--- src/rtl/bs_lfsr_pkg.sv ---
package bs_lfsr_pkg;

  // Register action chosen for the coming clock edge.
  typedef enum logic [1:0] {
    STEP_HOLD = 2'd0,
    STEP_ADV  = 2'd1,
    STEP_LOAD = 2'd2
  } step_e;

endpackage

--- src/rtl/bs_lfsr_ctrl.sv ---
module bs_lfsr_ctrl
  import bs_lfsr_pkg::*;
#(
  parameter int               WIDTH = 16,
  parameter logic [WIDTH-1:0] INIT  = 16'hACE1
) (
  input  logic             en,
  input  logic             load,
  input  logic [WIDTH-1:0] seed,
  output step_e            op,
  output logic [WIDTH-1:0] load_val
);

  // Load wins over advance; an all-zero seed would lock the register.
  always_comb begin
    if (load)    op = STEP_LOAD;
    else if (en) op = STEP_ADV;
    else         op = STEP_HOLD;
  end

  assign load_val = (seed == '0) ? INIT : seed;

endmodule

--- src/rtl/bs_lfsr_core.sv ---
module bs_lfsr_core
  import bs_lfsr_pkg::*;
#(
  parameter int               WIDTH = 16,
  parameter logic [WIDTH-1:0] TAPS  = 16'h6801,
  parameter logic [WIDTH-1:0] INIT  = 16'hACE1
) (
  input  logic             clk,
  input  logic             rst,
  input  step_e            op,
  input  logic [WIDTH-1:0] load_val,
  output logic [WIDTH-1:0] state_q,
  output logic [WIDTH-1:0] state_d
);

  localparam int MSB = WIDTH - 1;

  logic [WIDTH-1:0] adv;

  // Internal-form feedback: top cell wraps to cell 0 and is XORed into tapped cells.
  assign adv[0] = state_q[MSB];
  for (genvar i = 1; i < WIDTH; i++) begin : g_cell
    assign adv[i] = state_q[i-1] ^ (TAPS[i] & state_q[MSB]);
  end

  always_comb begin
    case (op)
      STEP_ADV:  state_d = adv;
      STEP_LOAD: state_d = load_val;
      default:   state_d = state_q;
    endcase
  end

  always_ff @(posedge clk) begin
    if (rst) state_q <= INIT;
    else     state_q <= state_d;
  end


  adv_wrap_chk: assert property (@(posedge clk) disable iff (rst)
    (op == STEP_ADV) |=> (state_q[0] == $past(state_q[MSB])));


  hold_stable_chk: assert property (@(posedge clk) disable iff (rst)
    (op == STEP_HOLD) |=> $stable(state_q));


  load_take_chk: assert property (@(posedge clk) disable iff (rst)
    (op == STEP_LOAD) |=> (state_q == $past(load_val)));


  never_zero_chk: assert property (@(posedge clk) disable iff (rst)
    state_q != '0);

endmodule

--- src/rtl/bs_swap_net.sv ---
module bs_swap_net #(
  parameter int WIDTH = 16
) (
  input  logic [WIDTH-1:0] din,
  output logic [WIDTH-1:0] dout
);

  localparam int NPAIRS = (WIDTH - 1) / 2;

  logic pass;
  assign pass = din[WIDTH-1];

  // Neighbouring pairs exchange when the top cell is 0.
  for (genvar k = 0; k < NPAIRS; k++) begin : g_pair
    assign dout[2*k]   = pass ? din[2*k]   : din[2*k+1];
    assign dout[2*k+1] = pass ? din[2*k+1] : din[2*k];
  end

  // Even width leaves the cell just below the select without a partner.
  if (2 * NPAIRS < WIDTH - 1) begin : g_lone
    assign dout[WIDTH-2] = din[WIDTH-2];
  end

  assign dout[WIDTH-1] = din[WIDTH-1];

endmodule

--- src/rtl/bs_lfsr_gen.sv ---
module bs_lfsr_gen
  import bs_lfsr_pkg::*;
#(
  parameter int               WIDTH = 16,
  parameter logic [WIDTH-1:0] TAPS  = 16'h6801,
  parameter logic [WIDTH-1:0] INIT  = 16'hACE1
) (
  input  logic             clk,
  input  logic             rst,
  input  logic             en,
  input  logic             load,
  input  logic [WIDTH-1:0] seed,
  output logic [WIDTH-1:0] pat_o,
  output logic [WIDTH-1:0] state_o
);

  step_e            op;
  logic [WIDTH-1:0] load_val;
  logic [WIDTH-1:0] state_q;
  logic [WIDTH-1:0] state_d;
  logic [WIDTH-1:0] pat_d;
  logic [WIDTH-1:0] pat_init;
  logic [WIDTH-1:0] pat_q;

  bs_lfsr_ctrl #(.WIDTH(WIDTH), .INIT(INIT)) u_ctrl (
    .en       (en),
    .load     (load),
    .seed     (seed),
    .op       (op),
    .load_val (load_val)
  );

  bs_lfsr_core #(.WIDTH(WIDTH), .TAPS(TAPS), .INIT(INIT)) u_core (
    .clk      (clk),
    .rst      (rst),
    .op       (op),
    .load_val (load_val),
    .state_q  (state_q),
    .state_d  (state_d)
  );

  // Swap the value the register is about to take, so the pattern
  // register stays aligned with the state register.
  bs_swap_net #(.WIDTH(WIDTH)) u_swap_next (
    .din  (state_d),
    .dout (pat_d)
  );

  bs_swap_net #(.WIDTH(WIDTH)) u_swap_init (
    .din  (INIT),
    .dout (pat_init)
  );

  always_ff @(posedge clk) begin
    if (rst) pat_q <= pat_init;
    else     pat_q <= pat_d;
  end

  assign pat_o   = pat_q;
  assign state_o = state_q;


  select_bit_chk: assert property (@(posedge clk) disable iff (rst)
    (pat_o[WIDTH-1] == state_o[WIDTH-1]) &&
    ($countones(pat_o) == $countones(state_o)));


  low_pair_swap_chk: assert property (@(posedge clk) disable iff (rst)
    !state_o[WIDTH-1] |-> (pat_o[1:0] == {state_o[0], state_o[1]}));


  pass_through_chk: assert property (@(posedge clk) disable iff (rst)
    state_o[WIDTH-1] |-> (pat_o == state_o));

endmodule

--- config.mk ---
export PLATFORM = sky130hd
export DESIGN_NAME = bs_lfsr_gen
export DESIGN_NICKNAME = d
export VERILOG_FILES = /design/src/rtl/bs_lfsr_pkg.sv /design/src/rtl/bs_lfsr_ctrl.sv /design/src/rtl/bs_lfsr_core.sv /design/src/rtl/bs_swap_net.sv /design/src/rtl/bs_lfsr_gen.sv
export SDC_FILE = /design/constraint.sdc
export NUM_CORES = 1
export LEC_CHECK = 0
export BUFFER_PORTS_ARGS = -buffer_cell sky130_fd_sc_hd__buf_2
export CORE_UTILIZATION = 40
export DETAILED_ROUTE_END_ITERATION = 16
export PLACE_DENSITY = 0.69
export SYNTH_ARGS = -nofsm -noshare
export SYNTH_HDL_FRONTEND = slang
export SYNTH_HIERARCHICAL = 1
export SYNTH_SLANG_ARGS = --single-unit
--- constraint.sdc ---
create_clock -name clk -period 2.7 [get_ports clk]
set_clock_uncertainty 0.05 [all_clocks]
set_input_delay 0.135 -clock clk [delete_from_list [all_inputs] [get_ports clk]]
set_output_delay 0.135 -clock clk [all_outputs]
set_load 0.03 [all_outputs]
# After elaboration in Yosys (flattened, before gate mapping)
# Index checks and enable logic that the tools add are counted.
# Widths: inputs -> output; s select.
dict set report totals {
  ff_bits 32
  input_bits 20
  out_inout_bits 32
  elab_cells 26
}
dict set report classes {
  eq_ne 2
  n_mux 18
  n_bitwise 3
  n_reduce_logical 1
}
# operator count
set op_table {}
lappend op_table {{$pmux 16 s2} 1}
lappend op_table {{$logic_not 16->1} 1}
lappend op_table {{$mux 16} 1}
lappend op_table {{$mux 1} 15}
lappend op_table {{$xor 1x1->1} 3}
lappend op_table {{$eq 2x1->1 const B} 1}
lappend op_table {{$eq 2x2->1 const B} 1}
lappend op_table {{$mux 2} 1}

# Longest topological paths before layout
dict set report logic_depth {
  word_depth 5
  mapped_depth 10
}

# By module
# The synthesis kept the hierarchy.
# mod instances cells_per_inst area_each_um2
set modules_own_cells {}
lappend modules_own_cells {bs_lfsr_core 1 101 898.4}
lappend modules_own_cells {bs_lfsr_gen 1 36 576.8}
lappend modules_own_cells {bs_swap_net 2 17 183.9}
lappend modules_own_cells {bs_lfsr_ctrl 1 34 265.3}

# Worst setup path before layout
# Ideal clock, no wire load.
dict set report synth_path {
  path_kind {in2reg}
  start {input port seed[13]}
  end {register pat_q[10], in the netlist pat_o[10]}
  setup_ns 0.121
  arrival_ns 2.573
  required_ns 2.529
  path_slack_ns -0.044
  path_stages 8
  cell_sequence {or4_1 > buf_4 > o41ai_2 > a22oi_1 > o21ai_0 > buf_6 > mux2_2 > mux2_4}
}
dict set report synth_between {
  elab_chain_len 4
}
# element line_no
set synth_rtl {}
lappend synth_rtl {{from (decl)} bs_lfsr_gen.sv:12} ;# input logic [WIDTH-1:0] seed,
lappend synth_rtl {{$logic_not 16->1} bs_lfsr_ctrl.sv:21} ;# assign load_val = (seed == '0) ? INIT : seed;
lappend synth_rtl {{$mux 16} bs_lfsr_ctrl.sv:21}
lappend synth_rtl {{net load_val[15]} bs_lfsr_gen.sv:18} ;# logic [WIDTH-1:0] load_val;
lappend synth_rtl {{$pmux 16 s2} bs_lfsr_core.sv:27} ;# case (op)
lappend synth_rtl {{net state_d[15]} bs_lfsr_gen.sv:20} ;# logic [WIDTH-1:0] state_d;
lappend synth_rtl {{$mux 1} bs_swap_net.sv:15} ;# assign dout[2*k] = pass ? din[2*k] : din[2*k+1];
lappend synth_rtl {{net pat_d[10]} bs_lfsr_gen.sv:21} ;# logic [WIDTH-1:0] pat_d;
lappend synth_rtl {{to (signal assigned)} bs_lfsr_gen.sv:55} ;# if (rst) pat_q <= pat_init;
lappend synth_rtl {{to (signal assigned)} bs_lfsr_gen.sv:56} ;# else pat_q <= pat_d;
lappend synth_rtl {{to (decl)} bs_lfsr_gen.sv:23} ;# logic [WIDTH-1:0] pat_q;
# The timed path passes the listed nets, and every way through them passes these cells.
# A chain may end at the register's enable or synchronous reset.

# Final worst setup path
dict set report layout_path {
  start {input port seed[13]}
  end {register pat_q[8], in the netlist pat_o[8]}
}
# Same word-level chain as after synthesis.

==> impl_metrics.yaml <==
power_and_ir_drop:
  swShare_pct: 34.7
  ir_worst_vdd_uv: 313
  p_comb_share_pct: 35.6
  power_density_mw_per_mm2: 584
  p_leak_nw: 1.16
  seqPwrFrac_pct: 38.7
  cellInternalPower_mw: 0.963
  p_clk_share_pct: 25.6
  p_sw_mw: 0.512
placed_design:
  hpwl_um: 3350
  port_buffers: 51
  place_ws_ps: 200
  dpl-instance-area_mm2: 0.00243
  gp_congestion: 0.783
grt:
  overflow: 0
  grt_first_pass_wirelength_um: 7190
  antenna_found_initial: 0
  grt_util_all_layers_pct: 17.4
  grt_pass1_vias: 1500
  grt_max_degree: 28
timing:
  max_slew_margin_pct: 54.6
  tightest_slew_ps: 681
  slew_violations: 0
  fin_ws_ps: 487
  min_period_ps: 2210
  hold_ws_ps: 135
  finalCritPeriodShare_pct: 82.0
  setup_viol: 0
  setup_tns_ps: 0
  rsz0062_at_grt: "no"
  max_freq_ghz: 0.452
  hold_violations: 0
floorplanning:
  io_pins: 52
  core_mm2: 0.00511
  dieArea_mm2: 0.00557
  fp.dieH_um: 74.6
  die_width_um: 74.6
  num_rows: 26
  start_util_pct: 41.3
logic_synthesis:
  synth.top_cells.by_area: "dfxtp_1, mux2_2, mux2_4"
  yosys.area.top_type_share_pct: 30.4
  synth_cell_types: 32
  synth-seq-cells: 32
  synth_top_area_cell: "dfxtp_1"
  synthCells: 205
  yosysSeqAreaShare_pct: 30.4
  async_flop_share_pct: 0
  synth-main-ff-cell: "dfxtp_1"
  synth_edf_count: 0
  mappedNetlistArea_mm2: 0.00211
  yosysWarningCount: 6
  avgSynthCellArea_um2: 10.3
route:
  vias: 1630
  drtIter0Drc: 107
  finalWirelength_um: 4370
  postRouteAntennaNets: 0
  wl_per_cell_um: 12.6
  dr.pass1.iters: 4
  vias_per_cell: 4.71
  drc: 0
worst_setup_path:
  worstReg2RegEnd: "pat_o[8]"
  rrSetupSlack_ps: 990
  cp-start-kind: "input pin"
  slowest_stage: "or4_1"
  worstPathRequired_ps: 2820
  r2r-start: "u_core/state_q[15]"
  crit_arrival_ps: 2330
  worstPathCellList: "buf_2 > or4_1 > o41ai_2 > a22oi_1 > o21ai_1 > buf_4 > mux2_2 > mux2_4"
  cp_max_fo: 8
  worstSetupPathType: "in2reg"
  cpPeakStageDelay_ps: 560
  critPathCaptureType: "register"
  reg2reg_depth: 5
layout:
  drive_gt1_share_pct: 45.3
  fin_util_pct: 49.4
  fin_nets: 298
  finish.instance_area_mm2: 0.00252
  area_growth_pct: 19.7
  diodes: 0
min_path:
  holdCritStartpoint: "seed[12]"
  hp-class: "in2reg"
  whs_path_depth: 3
  min_to: "u_core/state_q[12]"
clocking:
  htree_levels: 2
  tritoncts: "yes"
  clock_latency_ps: 280
  clkSinkCount: 32
  clock_path_buffers: 2
  cts_setup_buffers: 0
  cts.clk_slew.worst_paths_ps: 70
  cts_root_buf: "clkbuf_8"
  ctsResizeCount: 0
  cts_made_buffers: 5
  hold_buffers: 0
outcome:
  status: "finished, final reports clean"
flow_run:
  max-cap-violations: 0
[cell usage in the layout (no fill, tap or decap), drive strengths merged, types with 8 or more instances in the layout]
master	netlist	routed
buf	20	60
mux2	44	44
o41ai	8	8
inv	11	11
o211ai	8	8
nor2b	8	8
nand2	10	10
conb	2	35
dfxtp	32	32
[how the worst max path moves through the flow]
stage | cells after the start | slack (ps) | end | from
final | 8 | 490 | pat_o[8] | seed[13]
after global routing | 8 | 350 | pat_o[8] | seed[13]
after CTS | 8 | 490 | pat_o[8] | seed[13]
after detailed placement | 8 | 200 | pat_o[10] | seed[13]
after global placement | 8 | 180 | pat_o[8] | seed[13]
after floorplan | 8 | 140 | pat_o[10] | seed[13]
[flip-flops by register name, summed over array words and instances, names as in the netlist]
register / cells
u_core/state_q: 16
pat_o: 16
[routing by layer]
layer	track usage, %	wire (um)
met5	0	0
met4	6.50	41
met3	3.66	170
met2	28.6	2060
met1	22.3	2100
[per-stage QoR]
stage	total power [mW]	std cells
finish	1.47	346
global route	1.57	346
CTS	1.50	346
detailed placement	1.11	338
global placement	1.10	338
floorplan	1.00	238
[power groups by stage]
stage               Clock [mW]  Sequential [mW]  Combinational [mW]
floorplan                    0            0.705               0.296
global placement             0            0.583               0.518
detailed placement           0            0.582               0.524
CTS                      0.400            0.573               0.525
global route             0.418            0.579               0.572
finish                   0.378            0.571               0.525
[cells in the mapped netlist (2+ instances only)]
library cell,number
a221oi_1,4
dfxtp_1,32
nor2_1,7
a221oi_2,3
o211ai_1,8
or4_1,3
o2111ai_1,2
buf_2,5
nor3_1,7
nand2_1,10
a22oi_1,6
nor2b_1,8
inv_1,11
nand3b_1,3
conb_1,2
mux2_2,34
o41ai_2,8
mux2_4,10
clkbuf_1,9
xnor2_1,3
buf_6,7
ha_1,3
buf_4,6
o21ai_0,6
[cell families (layout without fill, tap and decap cells)]
family / after synthesis / in the layout / share of synthesized area [%]
AO/OA/AOI/OAI: 39 / 39 / 18.4
XOR/XNOR: 3 / 3 / 1.25
adder cells (fa/ha/maj): 3 / 3 / 1.78
buffers and inverters: 41 / 79 / 12.0
flip-flops: 32 / 32 / 30.4
multiplexers: 44 / 44 / 25.3
other: 2 / 35 / 0.356
AND/OR/NAND/NOR: 41 / 41 / 10.6
[final cells by class]
cell class / instances / area, um^2
well taps: 70 / 87.6
flip-flops and latches: 32 / 641
fillers: 489 / 2580
inverters: 11 / 41.3
clock buffers: 6 / 82.6
multi-input cells: 165 / 1340
clock inverters: 2 / 10.0
repair buffers: 60 / 323
[critical path, delay by kind of cell]
| family | cells | cell delay [ps] |
|---|---|---|
| AOI/OAI and AO/OA | 3 | 700 |
| buffers and inverters | 2 | 310 |
| muxes | 2 | 620 |
| and+or+nand+nor | 1 | 560 |
No activity file was read; power rests on OpenSTA's default activity.
